==> config.mk <==
export PLATFORM = sky130hd
export DESIGN_NAME = spi_burst_reader
export DESIGN_NICKNAME = d
export VERILOG_FILES = /design/src/rtl/spi_rd_pkg.sv /design/src/rtl/spi_sck_div.sv /design/src/rtl/spi_tx_shift.sv /design/src/rtl/spi_rx_shift.sv /design/src/rtl/spi_burst_reader.sv
export SDC_FILE = /design/constraint.sdc
export NUM_CORES = 1
export LEC_CHECK = 0
export ABC_AREA = 1
export BUFFER_PORTS_ARGS = -buffer_cell sky130_fd_sc_hd__buf_4
export CAP_MARGIN = 0
export CORE_MARGIN = 2
export CORE_UTILIZATION = 60
export DETAILED_ROUTE_END_ITERATION = 8
export PLACE_DENSITY = 0.83
export SKIP_LAST_GASP = 1
export SLEW_MARGIN = 15
export SYNTH_ARGS = -nofsm -noshare
export SYNTH_HDL_FRONTEND = slang
export SYNTH_SLANG_ARGS = --single-unit
==> constraint.sdc <==
create_clock -name clk -period 2.94 [get_ports clk]
set_input_delay 0.588 -clock clk [delete_from_list [all_inputs] [get_ports clk]]
set_output_delay 0.588 -clock clk [all_outputs]
set_load 0.02 [all_outputs]
==> src/rtl/spi_rd_pkg.sv <==
package spi_rd_pkg;

  localparam int unsigned ADDR_BYTES = 3;
  localparam int unsigned ADDR_W     = 8 * ADDR_BYTES;
  localparam int unsigned MAX_DUMMY  = 2;
  localparam int unsigned TX_W       = 8 + ADDR_W + 8 * MAX_DUMMY;

  typedef enum logic [1:0] {
    RM_FAST     = 2'd0,
    RM_HISPEED  = 2'd1,
    RM_SLOW     = 2'd2,
    RM_SLOW_ALT = 2'd3
  } rd_mode_e;

  typedef enum logic [1:0] {
    ST_IDLE,
    ST_SETUP,
    ST_SHIFT,
    ST_HOLD
  } seq_state_e;

  function automatic logic [7:0] mode_opcode(input logic [1:0] m);
    logic [7:0] op;
    case (rd_mode_e'(m))
      RM_FAST:    op = 8'h0B;
      RM_HISPEED: op = 8'h1B;
      default:    op = 8'h03;
    endcase
    return op;
  endfunction

  function automatic logic [1:0] mode_dummies(input logic [1:0] m);
    logic [1:0] n;
    case (rd_mode_e'(m))
      RM_FAST:    n = 2'd1;
      RM_HISPEED: n = 2'd2;
      default:    n = 2'd0;
    endcase
    return n;
  endfunction

  function automatic logic mode_is_slow(input logic [1:0] m);
    return m[1];
  endfunction

endpackage

==> src/rtl/spi_sck_div.sv <==
module spi_sck_div #(
  parameter int unsigned FAST_HALF = 2,
  parameter int unsigned SLOW_HALF = 6
) (
  input  logic clk,
  input  logic rst_n,
  input  logic run,
  input  logic slow_sel,
  input  logic hold,
  output logic tick
);

  localparam int unsigned MAXH = (SLOW_HALF > FAST_HALF) ? SLOW_HALF : FAST_HALF;
  localparam int unsigned CW   = (MAXH > 1) ? $clog2(MAXH) : 1;

  logic [CW-1:0] cnt_q;
  logic [CW-1:0] cnt_d;
  logic [CW-1:0] lim;

  assign lim = slow_sel ? CW'(SLOW_HALF - 1) : CW'(FAST_HALF - 1);

  always_comb begin
    cnt_d = cnt_q;
    tick  = 1'b0;
    if (!run) begin
      cnt_d = '0;
    end else if (!hold) begin
      if (cnt_q == lim) begin
        tick  = 1'b1;
        cnt_d = '0;
      end else begin
        cnt_d = cnt_q + 1'b1;
      end
    end
  end

  always_ff @(posedge clk or negedge rst_n) begin
    if (!rst_n) cnt_q <= '0;
    else        cnt_q <= cnt_d;
  end

endmodule

==> src/rtl/spi_tx_shift.sv <==
module spi_tx_shift #(
  parameter int unsigned W = 48
) (
  input  logic         clk,
  input  logic         rst_n,
  input  logic         load,
  input  logic [W-1:0] load_val,
  input  logic         shift,
  output logic         bit_out
);

  logic [W-1:0] sh_q;
  logic [W-1:0] sh_d;

  always_comb begin
    sh_d = sh_q;
    if (load)       sh_d = load_val;
    else if (shift) sh_d = {sh_q[W-2:0], 1'b0};
  end

  always_ff @(posedge clk or negedge rst_n) begin
    if (!rst_n) sh_q <= '0;
    else        sh_q <= sh_d;
  end

  assign bit_out = sh_q[W-1];

endmodule

==> src/rtl/spi_rx_shift.sv <==
module spi_rx_shift #(
  parameter int unsigned DW = 8
) (
  input  logic          clk,
  input  logic          rst_n,
  input  logic          sample,
  input  logic          bit_in,
  output logic [DW-1:0] word_next
);

  logic [DW-1:0] sh_q;

  assign word_next = {sh_q[DW-2:0], bit_in};

  always_ff @(posedge clk or negedge rst_n) begin
    if (!rst_n)      sh_q <= '0;
    else if (sample) sh_q <= word_next;
  end

endmodule

==> src/rtl/spi_burst_reader.sv <==
module spi_burst_reader
  import spi_rd_pkg::*;
#(
  parameter int unsigned LEN_W     = 12,
  parameter int unsigned FAST_HALF = 2,
  parameter int unsigned SLOW_HALF = 6
) (
  input  logic              clk,
  input  logic              rst_n,
  input  logic              req_valid,
  output logic              req_ready,
  input  logic [23:0]       req_addr,
  input  logic [LEN_W-1:0]  req_len_m1,
  input  logic [1:0]        req_mode,
  output logic              busy,
  output logic              spi_cs_n,
  output logic              spi_sck,
  output logic              spi_mosi,
  input  logic              spi_miso,
  output logic [7:0]        rd_data,
  output logic              rd_valid,
  input  logic              rd_ready
);

  localparam int unsigned HDR_CW = $clog2(TX_W + 1);

  seq_state_e        state_q, state_d;
  logic              sck_q, sck_d;
  logic [HDR_CW-1:0] hdr_q, hdr_d;
  logic [2:0]        bit_q, bit_d;
  logic [LEN_W-1:0]  left_q, left_d;
  logic              last_q, last_d;
  logic              slow_q, slow_d;
  logic [7:0]        dout_q, dout_d;
  logic              dvld_q, dvld_d;

  logic              tick;
  logic              pause;
  logic              run;
  logic              tx_load;
  logic              tx_shift;
  logic              rx_sample;
  logic              dvld_set;
  logic [TX_W-1:0]   tx_frame;
  logic [7:0]        rx_next;

  assign run      = (state_q != ST_IDLE);
  assign pause    = dvld_q && !rd_ready;
  assign tx_frame = {mode_opcode(req_mode), req_addr, {(8 * MAX_DUMMY){1'b0}}};

  spi_sck_div #(
    .FAST_HALF (FAST_HALF),
    .SLOW_HALF (SLOW_HALF)
  ) u_div (
    .clk      (clk),
    .rst_n    (rst_n),
    .run      (run),
    .slow_sel (slow_q),
    .hold     (pause),
    .tick     (tick)
  );

  spi_tx_shift #(
    .W (TX_W)
  ) u_tx (
    .clk      (clk),
    .rst_n    (rst_n),
    .load     (tx_load),
    .load_val (tx_frame),
    .shift    (tx_shift),
    .bit_out  (spi_mosi)
  );

  spi_rx_shift #(
    .DW (8)
  ) u_rx (
    .clk       (clk),
    .rst_n     (rst_n),
    .sample    (rx_sample),
    .bit_in    (spi_miso),
    .word_next (rx_next)
  );

  always_comb begin
    state_d   = state_q;
    sck_d     = sck_q;
    hdr_d     = hdr_q;
    bit_d     = bit_q;
    left_d    = left_q;
    last_d    = last_q;
    slow_d    = slow_q;
    dout_d    = dout_q;
    tx_load   = 1'b0;
    tx_shift  = 1'b0;
    rx_sample = 1'b0;
    dvld_set  = 1'b0;

    case (state_q)
      ST_IDLE: begin
        if (req_valid) begin
          state_d = ST_SETUP;
          tx_load = 1'b1;
          hdr_d   = HDR_CW'(8 + ADDR_W) + HDR_CW'({mode_dummies(req_mode), 3'b000});
          bit_d   = 3'd0;
          left_d  = req_len_m1;
          last_d  = 1'b0;
          slow_d  = mode_is_slow(req_mode);
        end
      end
      ST_SETUP: begin
        if (tick) state_d = ST_SHIFT;
      end
      ST_SHIFT: begin
        if (tick) begin
          if (!sck_q) begin
            sck_d = 1'b1;
            if (hdr_q != '0) begin
              hdr_d = hdr_q - 1'b1;
            end else begin
              rx_sample = 1'b1;
              bit_d     = bit_q + 3'd1;
              if (bit_q == 3'd7) begin
                dout_d   = rx_next;
                dvld_set = 1'b1;
                if (left_q == '0) last_d = 1'b1;
                else              left_d = left_q - 1'b1;
              end
            end
          end else begin
            sck_d    = 1'b0;
            tx_shift = 1'b1;
            if (last_q) state_d = ST_HOLD;
          end
        end
      end
      ST_HOLD: begin
        if (tick) state_d = ST_IDLE;
      end
      default: state_d = ST_IDLE;
    endcase
  end

  always_comb begin
    dvld_d = dvld_q;
    if (dvld_set)              dvld_d = 1'b1;
    else if (dvld_q && rd_ready) dvld_d = 1'b0;
  end

  always_ff @(posedge clk or negedge rst_n) begin
    if (!rst_n) begin
      state_q <= ST_IDLE;
      sck_q   <= 1'b0;
      hdr_q   <= '0;
      bit_q   <= 3'd0;
      left_q  <= '0;
      last_q  <= 1'b0;
      slow_q  <= 1'b0;
      dout_q  <= 8'h00;
      dvld_q  <= 1'b0;
    end else begin
      state_q <= state_d;
      sck_q   <= sck_d;
      hdr_q   <= hdr_d;
      bit_q   <= bit_d;
      left_q  <= left_d;
      last_q  <= last_d;
      slow_q  <= slow_d;
      dout_q  <= dout_d;
      dvld_q  <= dvld_d;
    end
  end

  assign req_ready = (state_q == ST_IDLE);
  assign busy      = run;
  assign spi_cs_n  = !run;
  assign spi_sck   = sck_q;
  assign rd_data   = dout_q;
  assign rd_valid  = dvld_q;

endmodule

* Yosys cells after proc, flatten, opt, wreduce, memory -nomap -nowiden *
Index checks and enable logic that the tools add are counted.

operators by class
  add/sub/neg operators = 5
  equality and inequality tests = 19
  multiplexer cells = 61
  bitwise logic cells = 2
  reductions and logical operators = 20

operator list
  cell                     number
  $mux W48                 2
  $mux W12                 6
  $mux W1                  26
  $ne A2 B2 Y1 const B     13
  $mux W3                  8
  $mux W6                  4
  $pmux W12 S2             1
  $mux W2                  8
  $reduce_and A5 Y1        3
  $reduce_and A7 Y1        2
  $logic_not A12 Y1        1
  $pmux W6 S2              1
  $sub A12 B1 Y12 const B  1
  $pmux W5 S2              1
  $pmux W2 S4              1
  $reduce_bool A2 Y1       4
  $add A3 B1 Y3 const B    2
  $add A6 B5 Y6 const A    1
  $pmux W3 S2              1
  $reduce_and A6 Y1        1
  $reduce_bool A6 Y1       1
  $sub A6 B1 Y6 const B    1
  $eq A2 B1 Y1 const B     2
  $eq A2 B2 Y1 const B     2
  other kinds (9)          14

word-level totals
  register bits = 93
  bits of input ports = 43
  output and inout port bits = 14

* Longest topological paths before layout *
  depth after elaboration = 9
  mapped depth = 14
  mapped depth without buffers = 12

* By module *
From an unflattened synthesis, not the netlist that was laid out.

second synthesis, totals
  cells, all modules = 617
  area, all modules = 4813.4 sq um

by module, submodules not included
  module            times used  cells an instance  area an instance (sq um)  sequential area each (sq um)
  spi_burst_reader  1           295                2182.1                    875.8
  spi_tx_shift      1           261                2158.3                    1201.2
  spi_rx_shift      1           31                 276.5                     175.2
  spi_sck_div       1           30                 196.4                     75.1

* Least setup slack after synthesis *
Ideal clock, no wire load.

  path kind = register to register
  start point = register state_q[0]
  end point = register u_tx.sh_q[39]
  library setup time = 0.121 ns
  arrival time = 1.838 ns
  slack = 0.981 ns
  cell stages (with the launch flop) = 15
  path buffers = 2
  clock period less this slack = 1.959 ns
  cell sequence = dfrtp_1 inv_1 ha_1 inv_2 nand2_1 inv_2 nand2_4 nor2_8 nand2_4 nand2_4 inv_2 buf_6 buf_6 nand2_1 nand2_1

between the ends
  elaborated cells on any way between the ends = 9

RTL lines
  item                                                   line                     source
  from (decl)                                            spi_burst_reader.sv:27   seq_state_e state_q, state_d;
  from (signal assigned)                                 spi_burst_reader.sv:161  state_q <= state_d;
  $logic_not A2 Y1 *                                     -
  net req_ready                                          spi_burst_reader.sv:11   output logic req_ready,
  $mux W1 *                                              spi_burst_reader.sv:98   case (state_q)
  $mux W48 / $reduce_bool A2 Y1 (equally long branches)  -
  to (signal assigned)                                   spi_tx_shift.sv:22       if (!rst_n) sh_q <= '0;
  to (signal assigned)                                   spi_tx_shift.sv:23       else sh_q <= sh_d;
  to (decl)                                              spi_tx_shift.sv:12       logic [W-1:0] sh_q;

The timed path passes the listed nets; every way through them passes the cells marked *.
A chain may end at the register's enable or synchronous reset.

* Final worst setup path *
  start point = register state_q[0]
  end point = register left_q[3]

between the ends
  longest elaborated chain between the ends = 4
  elaborated cells on any way between the ends = 13

RTL lines
  item                                line                     source
  $reduce_bool A2 Y1                  spi_burst_reader.sv:47   assign run = (state_q != ST_IDLE);
  $mux W1                             spi_sck_div.sv:25        if (!run) begin
  $ne A2 B2 Y1 (no source line)       -
  $reduce_and A7 Y1 (no source line)  -
  to (signal assigned)                spi_burst_reader.sv:165  left_q <= left_d;
  to (decl)                           spi_burst_reader.sv:31   logic [LEN_W-1:0] left_q, left_d;

Several ways; a longest one is shown, not always the timed one.

==> flow_summary.toml <==
[synthesis]
netlist.top_cell.by_area = "sky130_fd_sc_hd__dfrtp_1"
postSynthNetCount = 582
yosys-mux-area-fraction = 0
post_synth_xor_area_fraction = 0.00650
synth_top_cells_by_count = "sky130_fd_sc_hd__nand2_1, sky130_fd_sc_hd__dfrtp_1, sky130_fd_sc_hd__nor2_1"
most_common_cell_in_the_synthesized_netlist = "sky130_fd_sc_hd__nand2_1"
synth_top_flop_cell = "sky130_fd_sc_hd__dfrtp_1"
netlist_area_sq_um = 4040
synthesis.area_per_instance_sq_um = 7.69
synth_area_in_compound_gates = 0.0894
synth_top_family_by_area = "simple AND/OR/NAND/NOR gates"
synth_seq_area_share = 0.477
async_flop_share = 1.00
synthSimpleGateAreaFrac = 0.328
post-synth-top-area-fraction = 0.477
unique_masters_post_synth = 30
synth_cells = 526
synthesis.yosys.warnings = 0
synth_area_leaders = "sky130_fd_sc_hd__dfrtp_1, sky130_fd_sc_hd__nand2_1, sky130_fd_sc_hd__nand3_1"
synth_adder_area_share = 0.0402
synth-edff-count = 0
ys_ff_latch = 77

[floorplanning]
boundaryPins = 57
core-area_sq_um = 6420
initial_core_util = 0.629
die_w_um = 86.1
chipHeight_um = 86.1
floorplan.die_area_sq_um = 7410
rows = 29

[sta]
fin_skew_ns = 0.00796
final.setup.worst_slack_ns = 0.642
slew_headroom = 0.363
fmax_mhz = 435
final-max-slew-violation-count = 0
whs_ns = 0.349
tightest_pin_transition_ns = 0.956
post-route-period-util = 0.782
tns_ns = 0
timing.final.setup_violations = 0
grt_setup_unrepaired = "false"
finalHoldViolCount = 0
finalCriticalPeriod_ns = 2.30

[clocking]
post_cts_resize_count = 0
cts.hold.buffers_added = 0
clock_latency_ns = 0.35
clk_path_buf_depth = 2
cts_setup_buffers = 0
cts-buffers-inserted = 9
h-tree-depth = 3
clk_transition_reported_paths_ns = 0.07
cts_sinks = 77
cts_root_buf = "sky130_fd_sc_hd__clkbuf_8"
cts_tree = "built"

[global_route]
grt_util_met1 = 0.304
gr-total-overflow = 0
grt_pass1_vias = 3251
track_usage = 0.239
grt_pass1_wl_um = 14000
grt.busiest_layer = "met2"
groute.layer.met2.usage = 0.400
antenna_violations_before_repair = 0
grt_util_met3 = 0.0674
grt_max_degree = 78

[drt]
detail_route.wl_per_cell_um = 12.4
detail-route-antenna-nets = 0
vias = 3432
routed_wire_length_um = 8160
number_of_violations_reported_at_the_end_of_detailed_routing_iteration_0 = 189
route.detailed.vias_per_inst = 5.20
drc = 0
drt_pass1_iterations = 4

[pwr]
total_power_density_per_cell_area_nw_per_um2 = 914
report.power.total_mw = 4.28
power.leakage_nw = 2.58
peakVddDrop_mv = 0.465

[run]
maxCapViolations = 0

[setup_path]
cp_data_required_time_ns = 3.17
path_class = "reg2reg"
critical_path.slowest_cell = "sky130_fd_sc_hd__dfrtp_1"
crit_chain = "inv_1, ha_1, inv_2, nand2_1, nor2_2, nand3_2, nand2_1, buf_4, nand2_1, nand2_1, nand2_1"
critical_path_peak_fanout = 15
endpoint_kind = "flip-flop"
cp-start-kind = "flip-flop"
data_arrival_time_at_the_worst_slack_endpoint_ns = 2.53
critical_path.max_stage_delay_ns = 0.40
path_common_cell = "sky130_fd_sc_hd__nand2_1"

[final_layout]
final_layout_size_suffix_gt1_frac = 0.158
final_cell_area_sq_um = 4680
post_layout_nonfiller_instances = 660
number_of_inserted_filler_cells_in_the_final_layout = 496
flow.area_growth_from_synthesis_pct = 15.8
antennaDiodeCount = 0
post-route-util = 0.729
fin_nets = 635

[run_status]
outcome = "complete, no violations"

[placed_design]
placed_cells = 645
hpwl_um = 5880
replace_congestion = 0.852
placement.cell_area_sq_um = 4490
placement.setup.worst_slack_ns = 0.712
buffer_ports.inserted = 56

[worst_hold_path]
hold_path.class = "in2async"
## where the power goes
| group | switching, mW | total, mW | internal [mW] |
|---|---|---|---|
| Clock | 0.375 | 0.788 | 0.413 |
| Sequential | 0.282 | 1.70 | 1.42 |
| Combinational | 1.15 | 1.79 | 0.636 |
| Total | 1.81 | 4.28 | 2.47 |
## worst paths after layout
path	depth (start not counted)	startpoint	end	slack, ns
max in group asynchronous	1	rst_n	rd_valid	1.93
worst max-delay path	11	state_q[0]	left_q[3]	0.64
min in group clk	3	req_addr[0]	u_tx.sh_q[16]	0.44
worst min register to register	2	u_tx.sh_q[23]	u_tx.sh_q[23]	0.47
worst min-delay path	1	rst_n	rd_data[5]	0.35
worst max register to register	11	state_q[0]	left_q[3]	0.64
## worst max-delay path, delay by kind of cell (launching register included)
family / cells / cell delay [ns]
fa+ha+maj: 1 / 0.29
simple gates: 7 / 1.12
buf+inv: 3 / 0.37
flops: 1 / 0.40
## flip-flops by register name, summed over array words and instances, names as in the netlist, 2 cells and up
name,count
u_tx.sh_q,32
left_q,12
rd_data,8
u_rx.sh_q,7
hdr_q,6
bit_q,3
u_div.cnt_q,3
state_q,2
## kinds of logic (layout without fill, tap and decap cells)
| group | after synthesis | after routing |
|---|---|---|
| fa+ha+maj | 13 | 13 |
| compound gates | 59 | 59 |
| xor+xnor | 3 | 3 |
| flops | 77 | 77 |
| simple gates | 317 | 317 |
| buf+inv | 57 | 114 |
## layer usage
metal  vias up  routed length, um
li1       1755                  -
met1      1571               3650
met2        94               3940
met3        12                473
met4         0                105
met5         -                  0
## cell usage in the layout, fill, tap and decap left out, types with 4 or more instances in the layout
cell / count
sky130_fd_sc_hd__nand2_1: 225
sky130_fd_sc_hd__dfrtp_1: 77
sky130_fd_sc_hd__buf_4: 58
sky130_fd_sc_hd__nor2_1: 41
sky130_fd_sc_hd__nand3_1: 35
sky130_fd_sc_hd__inv_1: 33
sky130_fd_sc_hd__o21ai_0: 20
sky130_fd_sc_hd__a21boi_0: 19
sky130_fd_sc_hd__ha_1: 13
sky130_fd_sc_hd__clkbuf_8: 10
sky130_fd_sc_hd__inv_2: 7
sky130_fd_sc_hd__a21oi_1: 6
sky130_fd_sc_hd__o21ai_1: 5
sky130_fd_sc_hd__a21boi_1: 4
## final cells by class
class | instances | area [sq um] | share of cell area
multi-input combinational | 392 | 1880 | 0.401
timing repair buffer | 58 | 435 | 0.0930
tap | 77 | 96.3 | 0.0206
sequential | 77 | 1930 | 0.412
inverter | 41 | 156 | 0.0334
clock inverter | 3 | 46.3 | 0.00989
clock buffer | 12 | 145 | 0.0310
(Power assumes the default switching activity.)
